[config.mk]
export PLATFORM = sky130hd
export DESIGN_NAME = csma_tx
export DESIGN_NICKNAME = d
export VERILOG_FILES = /design/src/rtl/csma_tx_pkg.sv /design/src/rtl/csma_tx_crc.sv /design/src/rtl/csma_tx_backoff.sv /design/src/rtl/csma_tx_wordbuf.sv /design/src/rtl/csma_tx.sv
export SDC_FILE = /design/constraint.sdc
export NUM_CORES = 1
export LEC_CHECK = 0
export BUFFER_PORTS_ARGS = -buffer_cell sky130_fd_sc_hd__buf_2
export CAP_MARGIN = 20
export CORE_UTILIZATION = 25
export CTS_BUF_LIST = sky130_fd_sc_hd__clkbuf_4 sky130_fd_sc_hd__clkbuf_8 sky130_fd_sc_hd__clkbuf_16
export CTS_CLUSTER_SIZE = 20
export DETAILED_ROUTE_END_ITERATION = 6
export PLACE_DENSITY_LB_ADDON = 0.15
export SKIP_CTS_REPAIR_TIMING = 1
export SYNTH_ARGS = -nofsm -noshare
export SYNTH_HDL_FRONTEND = slang
export SYNTH_SLANG_ARGS = --single-unit
export TNS_END_PERCENT = 50
[constraint.sdc]
create_clock -name clk -period 3.4 [get_ports clk]
set_input_delay 0.51 -clock clk [delete_from_list [all_inputs] [get_ports clk]]
set_output_delay 0.51 -clock clk [all_outputs]
set_load 0.01 [all_outputs]
[src/rtl/csma_tx_pkg.sv]
package csma_tx_pkg;
   typedef enum logic [2:0] {
      ST_IDLE,
      ST_DEFER,
      ST_PRE,
      ST_DATA,
      ST_FCS,
      ST_JAM,
      ST_BACK
   } tx_state_t;

   localparam int          CRC_W        = 32;
   localparam logic [31:0] CRC_POLY_REV = 32'hEDB88320;
   localparam int          LFSR_W       = 16;
   localparam logic [15:0] LFSR_TAPS    = 16'hB400;
   localparam logic [15:0] LFSR_SEED    = 16'hACE1;
endpackage

[src/rtl/csma_tx_crc.sv]
module csma_tx_crc
   import csma_tx_pkg::*;
(
   input  logic clk,
   input  logic rst_n,
   input  logic init,
   input  logic step,
   input  logic shift,
   input  logic din,
   output logic fcs_bit
);
   logic [CRC_W-1:0] crc_q;
   logic [CRC_W-1:0] crc_nx;
   logic             fb;

   assign fb = crc_q[0] ^ din;

   // reflected update, one bit per cycle
   for (genvar i = 0; i < CRC_W; i++) begin : g_bit
      if (i == CRC_W - 1) begin : g_top
         assign crc_nx[i] = fb & CRC_POLY_REV[i];
      end else begin : g_mid
         assign crc_nx[i] = crc_q[i+1] ^ (fb & CRC_POLY_REV[i]);
      end
   end

   always_ff @(posedge clk or negedge rst_n) begin
      if (!rst_n)      crc_q <= '1;
      else if (init)   crc_q <= '1;
      else if (step)   crc_q <= crc_nx;
      else if (shift)  crc_q <= {1'b1, crc_q[CRC_W-1:1]};
   end

   assign fcs_bit = ~crc_q[0];
endmodule

[src/rtl/csma_tx_backoff.sv]
module csma_tx_backoff
   import csma_tx_pkg::*;
#(
   parameter int CAP       = 10,
   parameter int SLOT_BITS = 512,
   localparam int EXP_W    = $clog2(CAP + 1),
   localparam int SLOT_W   = $clog2(SLOT_BITS)
)(
   input  logic             clk,
   input  logic             rst_n,
   input  logic             start,
   input  logic [EXP_W-1:0] exp_in,
   output logic             done
);
   localparam logic [SLOT_W-1:0] SLOT_LAST = SLOT_W'(SLOT_BITS - 1);

   if (CAP < 1 || CAP > LFSR_W) begin : g_bad_cap
      $error("backoff cap out of range");
   end
   if (SLOT_BITS < 2) begin : g_bad_slot
      $error("slot must be at least two bits");
   end

   logic [LFSR_W-1:0] lfsr_q;
   logic [CAP-1:0]    fold;
   logic [CAP-1:0]    mask;
   logic [CAP-1:0]    slots_q;
   logic [SLOT_W-1:0] bitc_q;
   logic              active_q;

   for (genvar i = 0; i < CAP; i++) begin : g_mask
      assign mask[i] = (int'(exp_in) > i);
   end

   always_comb begin
      fold = '0;
      for (int j = 0; j < LFSR_W; j++) fold[j % CAP] = fold[j % CAP] ^ lfsr_q[j];
   end

   always_ff @(posedge clk or negedge rst_n) begin
      if (!rst_n) lfsr_q <= LFSR_SEED;
      else        lfsr_q <= lfsr_q[0] ? ((lfsr_q >> 1) ^ LFSR_TAPS) : (lfsr_q >> 1);
   end

   always_ff @(posedge clk or negedge rst_n) begin
      if (!rst_n) begin
         slots_q  <= '0;
         bitc_q   <= '0;
         active_q <= 1'b0;
      end else if (start) begin
         slots_q  <= fold & mask;
         bitc_q   <= '0;
         active_q <= 1'b1;
      end else if (active_q) begin
         if (slots_q == '0) begin
            active_q <= 1'b0;
         end else if (bitc_q == SLOT_LAST) begin
            bitc_q  <= '0;
            slots_q <= slots_q - 1'b1;
         end else begin
            bitc_q <= bitc_q + 1'b1;
         end
      end
   end

   assign done = active_q && (slots_q == '0);
endmodule

[src/rtl/csma_tx_wordbuf.sv]
module csma_tx_wordbuf #(
   parameter int W = 16
)(
   input  logic         clk,
   input  logic         rst_n,
   input  logic         flush,
   input  logic         wr,
   input  logic [W-1:0] wdata,
   input  logic         take,
   output logic         full,
   output logic [W-1:0] rdata
);
   always_ff @(posedge clk or negedge rst_n) begin
      if (!rst_n) begin
         full  <= 1'b0;
         rdata <= '0;
      end else if (flush) begin
         full <= 1'b0;
      end else if (wr) begin
         full  <= 1'b1;
         rdata <= wdata;
      end else if (take) begin
         full <= 1'b0;
      end
   end
endmodule

[src/rtl/csma_tx.sv]
module csma_tx
   import csma_tx_pkg::*;
#(
   parameter int WORD_W      = 16,
   parameter int LEN_W       = 16,
   parameter int PRE_OCTETS  = 7,
   parameter int IFG_BITS    = 96,
   parameter int JAM_BITS    = 32,
   parameter int SLOT_BITS   = 512,
   parameter int BACKOFF_CAP = 10,
   parameter int MAX_TRIES   = 16,
   parameter int MIN_OCTETS  = 60
)(
   input  logic              clk,
   input  logic              rst_n,
   input  logic [WORD_W-1:0] host_data,
   input  logic              host_wr,
   input  logic              host_frame,
   output logic              host_busy,
   output logic              halt,
   output logic              abort,
   input  logic              carrier,
   input  logic              collision,
   output logic              tx_data,
   output logic              tx_en
);
   localparam int BYTES    = WORD_W / 8;
   localparam int BSEL_W   = $clog2(BYTES);
   localparam int PRE_BITS = PRE_OCTETS * 8 + 8;
   localparam int M1       = (IFG_BITS > PRE_BITS) ? IFG_BITS : PRE_BITS;
   localparam int M2       = (JAM_BITS > CRC_W) ? JAM_BITS : CRC_W;
   localparam int CNT_MAX  = (M1 > M2) ? M1 : M2;
   localparam int CNT_W    = $clog2(CNT_MAX + 1);
   localparam int TRY_W    = $clog2(MAX_TRIES + 1);
   localparam int EXP_W    = $clog2(BACKOFF_CAP + 1);

   localparam logic [CNT_W-1:0] IFG_LAST = CNT_W'(IFG_BITS - 1);
   localparam logic [CNT_W-1:0] PRE_LAST = CNT_W'(PRE_BITS - 1);
   localparam logic [CNT_W-1:0] JAM_LAST = CNT_W'(JAM_BITS - 1);
   localparam logic [CNT_W-1:0] FCS_LAST = CNT_W'(CRC_W - 1);
   localparam logic [CNT_W-1:0] OCT_LAST = CNT_W'(7);
   localparam logic [LEN_W-1:0] MIN_LEN  = LEN_W'(MIN_OCTETS);

   if (WORD_W < 16 || (WORD_W % 8) != 0 || (BYTES & (BYTES - 1)) != 0) begin : g_bad_word
      $error("word width must be a power-of-two number of octets, at least two");
   end
   if (LEN_W > WORD_W || LEN_W < 8) begin : g_bad_len
      $error("length field must fit the word");
   end
   if (IFG_BITS < 1 || JAM_BITS < 1 || PRE_OCTETS < 1) begin : g_bad_time
      $error("gap, jam and preamble must be non-empty");
   end
   if (MAX_TRIES < 2) begin : g_bad_tries
      $error("at least two attempts needed");
   end

   tx_state_t         state;
   logic [CNT_W-1:0]  cnt;
   logic [LEN_W-1:0]  len_q, oct_q, words_left;
   logic [WORD_W-1:0] sh_q;
   logic [TRY_W-1:0]  tries_q, tries_next;
   logic              halt_q, abort_q;

   logic              buf_full, in_data, load_now, data_bit, fcs_bit;
   logic              accept_len, accept_word, collide, bo_start, bo_done, last_try;
   logic [WORD_W-1:0] buf_rd;
   logic [LEN_W:0]    len_ext;
   logic [LEN_W-1:0]  words_init, send_octs, oct_inc;
   logic [EXP_W-1:0]  bo_exp;

   assign len_ext    = {1'b0, host_data[LEN_W-1:0]} + (LEN_W+1)'(BYTES - 1);
   assign words_init = LEN_W'(len_ext >> BSEL_W);
   assign send_octs  = (len_q < MIN_LEN) ? MIN_LEN : len_q;
   assign oct_inc    = oct_q + 1'b1;
   assign in_data    = oct_q < len_q;
   assign load_now   = (state == ST_DATA) && (cnt == '0) && in_data && (oct_q[BSEL_W-1:0] == '0);
   assign data_bit   = in_data ? (load_now ? buf_rd[0] : sh_q[0]) : 1'b0;
   assign collide    = collision && (state inside {ST_PRE, ST_DATA, ST_FCS});
   assign tries_next = tries_q + 1'b1;
   assign last_try   = (tries_next == TRY_W'(MAX_TRIES));
   assign bo_start   = (state == ST_JAM) && (cnt == JAM_LAST) && !last_try;
   assign bo_exp     = (int'(tries_next) > BACKOFF_CAP) ? EXP_W'(BACKOFF_CAP) : EXP_W'(tries_next);

   always_comb begin
      case (state)
         ST_IDLE:                    host_busy = 1'b0;
         ST_DEFER, ST_PRE, ST_DATA:  host_busy = buf_full || (words_left == '0);
         default:                    host_busy = 1'b1;
      endcase
   end

   assign accept_len  = (state == ST_IDLE) && host_wr && !host_frame;
   assign accept_word = host_wr && host_frame && !host_busy && (state != ST_IDLE);

   always_comb begin
      case (state)
         ST_PRE:  tx_data = (cnt == PRE_LAST) | ~cnt[0];
         ST_DATA: tx_data = data_bit;
         ST_FCS:  tx_data = fcs_bit;
         ST_JAM:  tx_data = 1'b1;
         default: tx_data = 1'b0;
      endcase
   end
   assign tx_en = state inside {ST_PRE, ST_DATA, ST_FCS, ST_JAM};
   assign halt  = halt_q;
   assign abort = abort_q;

   csma_tx_wordbuf #(.W(WORD_W)) u_buf (
      .clk(clk), .rst_n(rst_n), .flush(collide), .wr(accept_word), .wdata(host_data),
      .take(load_now), .full(buf_full), .rdata(buf_rd)
   );

   csma_tx_crc u_crc (
      .clk(clk), .rst_n(rst_n), .init(state == ST_PRE), .step(state == ST_DATA),
      .shift(state == ST_FCS), .din(data_bit), .fcs_bit(fcs_bit)
   );

   csma_tx_backoff #(.CAP(BACKOFF_CAP), .SLOT_BITS(SLOT_BITS)) u_bo (
      .clk(clk), .rst_n(rst_n), .start(bo_start), .exp_in(bo_exp), .done(bo_done)
   );

   always_ff @(posedge clk or negedge rst_n) begin
      if (!rst_n) begin
         state      <= ST_IDLE;
         cnt        <= '0;
         len_q      <= '0;
         oct_q      <= '0;
         words_left <= '0;
         sh_q       <= '0;
         tries_q    <= '0;
         halt_q     <= 1'b0;
         abort_q    <= 1'b0;
      end else begin
         halt_q  <= 1'b0;
         abort_q <= 1'b0;
         if (accept_word) words_left <= words_left - 1'b1;
         if (collide) begin
            state      <= ST_JAM;
            cnt        <= '0;
            words_left <= '0;
         end else begin
            case (state)
               ST_IDLE: if (accept_len) begin
                  len_q      <= host_data[LEN_W-1:0];
                  words_left <= words_init;
                  cnt        <= '0;
                  state      <= ST_DEFER;
               end
               ST_DEFER: begin
                  if (carrier)              cnt <= '0;
                  else if (cnt == IFG_LAST) begin
                     cnt   <= '0;
                     state <= ST_PRE;
                  end else                  cnt <= cnt + 1'b1;
               end
               ST_PRE: begin
                  if (cnt == PRE_LAST) begin
                     cnt   <= '0;
                     oct_q <= '0;
                     state <= ST_DATA;
                  end else cnt <= cnt + 1'b1;
               end
               ST_DATA: begin
                  if (in_data) sh_q <= load_now ? (buf_rd >> 1) : (sh_q >> 1);
                  if (cnt == OCT_LAST) begin
                     cnt   <= '0;
                     oct_q <= oct_inc;
                     if (oct_inc == send_octs) state <= ST_FCS;
                  end else cnt <= cnt + 1'b1;
               end
               ST_FCS: begin
                  if (cnt == FCS_LAST) begin
                     cnt     <= '0;
                     tries_q <= '0;
                     state   <= ST_IDLE;
                  end else cnt <= cnt + 1'b1;
               end
               ST_JAM: begin
                  if (cnt == JAM_LAST) begin
                     cnt <= '0;
                     if (last_try) begin
                        abort_q <= 1'b1;
                        tries_q <= '0;
                        state   <= ST_IDLE;
                     end else begin
                        halt_q  <= 1'b1;
                        tries_q <= tries_next;
                        state   <= ST_BACK;
                     end
                  end else cnt <= cnt + 1'b1;
               end
               ST_BACK: if (bo_done) state <= ST_IDLE;
               default: state <= ST_IDLE;
            endcase
         end
      end
   end
endmodule

==> key figures <==
Synth
  • Yosys synthesis warning count: 0
  • Yosys cell types: 64
  • Post-Syn Instances: 1005
  • Yosys reg bits: 165
  • Post-synth EDFFs: 0
  • Syn Std Cell Area: 0.00940 sq mm
  • Ys flop type: dfrtp_1
  • Syn_area_per_cell: 9.35 sq um
  • Most frequent cell after synthesis: dfrtp_1
  • Synth cell count leaders: dfrtp_1, o21ai_0, nand2_1, nor2_1, xnor2_1
  • Asr flop ratio synth: 100%
  • Top cell type by total area after synthesis: dfrtp_1
  • Most area-consuming cells after synthesis: dfrtp_1, dfstp_2, o21ai_0
  • Post-synth top area share: 33.3%
  • Sequential area share after synthesis: 44.5%
  • Syn Nets: 1055

Global route
  • Initial antenna violation count: 2
  • Largest net degree at the start of global routing: 56
  • Vias in the first global route: 7036
  • Total gr overflow: 0
  • First-pass GRT wire length: around 40 mm
  • GRT Total Usage: 13.5%

Detailed routing
  • Final wirelength: 24.7 mm
  • Overall via count from detail_route: 7185
  • DR WL/cell: approximately 16 microns
  • Iteration-0 DRC Markers: about 360
  • Vias per cell: roughly 4.8
  • TritonRoute pass-1 iters: 5
  • Antenna viol nets, final: 0
  • Post-route DRC violation count: 0

Die
  • Die footprint: 0.0384 sq mm
  • Core Area: approximately 0.037 sq mm
  • FP Rows: 70
  • Die Width: approximately 200 microns
  • Starting density of the core: between 20 and 30%
  • Die span in y: 196 microns
  • Top-Level Pins: 27

Layout
  • # fillers: approximately 3900
  • Share of layout cells above drive strength 1: roughly 15%
  • Area taken by flip-flops and latches: approximately 0.0042 sq mm
  • Final core utilization: 28.9%
  • Final #Nets: 1070
  • Area Growth Syn to Fin: 13.3%
  • Multi-input gate area: 0.00487 sq mm

Setup path
  • Worst r2r path cells: 7
  • WP data arrival: 2.74 ns
  • CP endpoint kind: output pin
  • Worst Path Class, Setup: reg -> out
  • CP Max Fanout: 5
  • Worst Path Required: roughly 2.9 ns
  • Worst setup SP type: flip-flop

Timing
  • Max Freq: 0.307 GHz
  • Tightest Pin Transition: 0.677 ns
  • RSZ-0062 raised after global routing: no
  • Hold Fails Final Rpt: 0
  • Relative slew slack: between 50% and 60%
  • Period utilization: 95.7%
  • Sum Neg Setup Slack: 0 ns
  • Setup ws final: 0.148 ns
  • Worst hold slack: roughly 0.0039 ns
  • Tmin final: 3.25 ns
  • Setup skew after layout: 0.00823 ns
  • Setup-failing EPs final: 0
  • Pins over their slew limit: 0

Power and ir drop
  • Share of power burned in registers: 38.7%
  • Switching share of power: between 30% and 40%
  • Clk pwr share: 23.1%
  • Internal: 4850 uW
  • Pleak: approximately 0.0044 uW
  • Worst VDD drop: 396 uV
  • Logic gate share of total power: 38.2%
  • Pwr dens: 741 mW/mm^2
  • Sw Pwr: 3040 uW

Clocking
  • Root Buffer: clkbuf_16
  • Worst skew pair latency: 0.44 ns
  • Worst-path clk slew: 0.07 ns
  • Inserted Clock Buffers: 17
  • Clock Sinks: 165
  • CTS H-tree lvls: 4
  • CTS tree: yes
  • Max Buffers Root-to-Sink: 2

Placement
  • DP HPWL: ~17 mm
  • GP Congestion: 0.790
  • Post-Place Worst Slack: 0.365 ns
  • I/O Buffers: 26

Hold path
  • Tightest Hold Check Type: in -> async

Run status
  • Result of the run: finished clean

Job
  • Max-Cap Viols: 0
-- power by group through the flow --
stage                     registers [uW]  logic [uW]  clock network (uW)
after global placement              3090        3010                   0
after floorplan                     2930        2280                   0
after CTS                           3060        3050                1910
after detailed placement            3080        3030                   0
after global routing                3140        3410                1990
final                               3060        3010                1820
-- worst max-delay path, stage by stage (launching register included) --
cell,delay (ns)
dfrtp_1,0.42
or4_4,0.57
or4_4,0.47
nor4_4,0.30
nor2_1,0.11
o21ai_0,0.25
buf_2,0.19
-- cell usage in the layout (no fill, tap or decap), drive strengths merged, types with 8 or more instances in the layout --
| cell type | synthesis | final |
|---|---|---|
| a21oi | 56 | 56 |
| a221oi | 13 | 13 |
| a31oi | 8 | 8 |
| and2 | 9 | 9 |
| and3 | 11 | 11 |
| buf | 8 | 51 |
| clkbuf | 47 | 18 |
| dfrtp | 125 | 125 |
| dfstp | 40 | 40 |
| ha | 28 | 28 |
| inv | 35 | 38 |
| mux2 | 16 | 16 |
| mux2i | 19 | 19 |
| nand2 | 89 | 89 |
| nand2b | 13 | 13 |
| nand3 | 31 | 31 |
| nand4 | 14 | 14 |
| nor2 | 69 | 69 |
| nor3 | 27 | 27 |
| nor4 | 15 | 15 |
| o21ai | 104 | 104 |
| o22a | 19 | 19 |
| o22ai | 17 | 17 |
| o31ai | 8 | 8 |
| or2 | 10 | 10 |
| or3 | 8 | 8 |
| or4 | 8 | 8 |
| xnor2 | 57 | 57 |
| xor2 | 43 | 43 |
-- per-layer routing --
metal	GRT usage, %	wire (microns)	vias to the layer above
li1	-	-	3618
met1	19.3	12700	3480
met2	20.8	11200	76
met3	2.49	511	11
met4	3.44	232	0
met5	0	0	-
-- registers in the layout, indices dropped and copies added, names as in the netlist --
name and cells:
oct_q 16, state 3, u_bo.slots_q 10, tries_q 5, u_buf.rdata 16, u_bo.lfsr_q 16
cnt 7, halt 1, u_bo.bitc_q 9, u_buf.full 1, u_bo.active_q 1, u_crc.crc_q 32
len_q 16, sh_q 15, abort 1, words_left 16
-- cell families after synthesis --
logic type	share of synthesized area [%]
xor+xnor	9.32
simple gates	17.6
fa+ha+maj	3.73
mux	3.94
buf+inv	3.80
compound gates	17.1
flops	44.5
-- area by class of cell --
class,count,share of cell area [%]
antenna,2,0.0470
inverter,35,1.23
sequential,165,39.2
clock buffer,18,4.12
clock inverter,14,0.987
tap,468,5.50
multi-input combinational,750,45.7
timing repair buffer,51,3.16
-- final timing paths --
path	slack [ns]	from	to
min in group clk	0.37	u_bo.lfsr_q[7]$_DFF_PN1_	u_bo.lfsr_q[6]$_DFF_PN1_
hold reg to reg	0.37	u_bo.lfsr_q[7]$_DFF_PN1_	u_bo.lfsr_q[6]$_DFF_PN1_
max in group asynchronous	2.46	rst_n	u_bo.lfsr_q[6]$_DFF_PN1_
setup reg to reg	0.33	oct_q[5]$_DFFE_PN0P_	state[0]$_DFFE_PN0P_
hold / removal	0.004	rst_n	oct_q[10]$_DFFE_PN0P_
setup / recovery	0.15	words_left[2]$_DFF_PN0_	host_busy
-- stage by stage --
stage,power [uW],instance area [sq um],cells
floorplan,5210,9400,1005
global placement,6100,10100,1469
detailed placement,6120,10100,1469
CTS,8010,10600,1501
global route,8530,10600,1503
finish,7890,10600,1503
No activity file was read; power rests on OpenSTA's default activity.
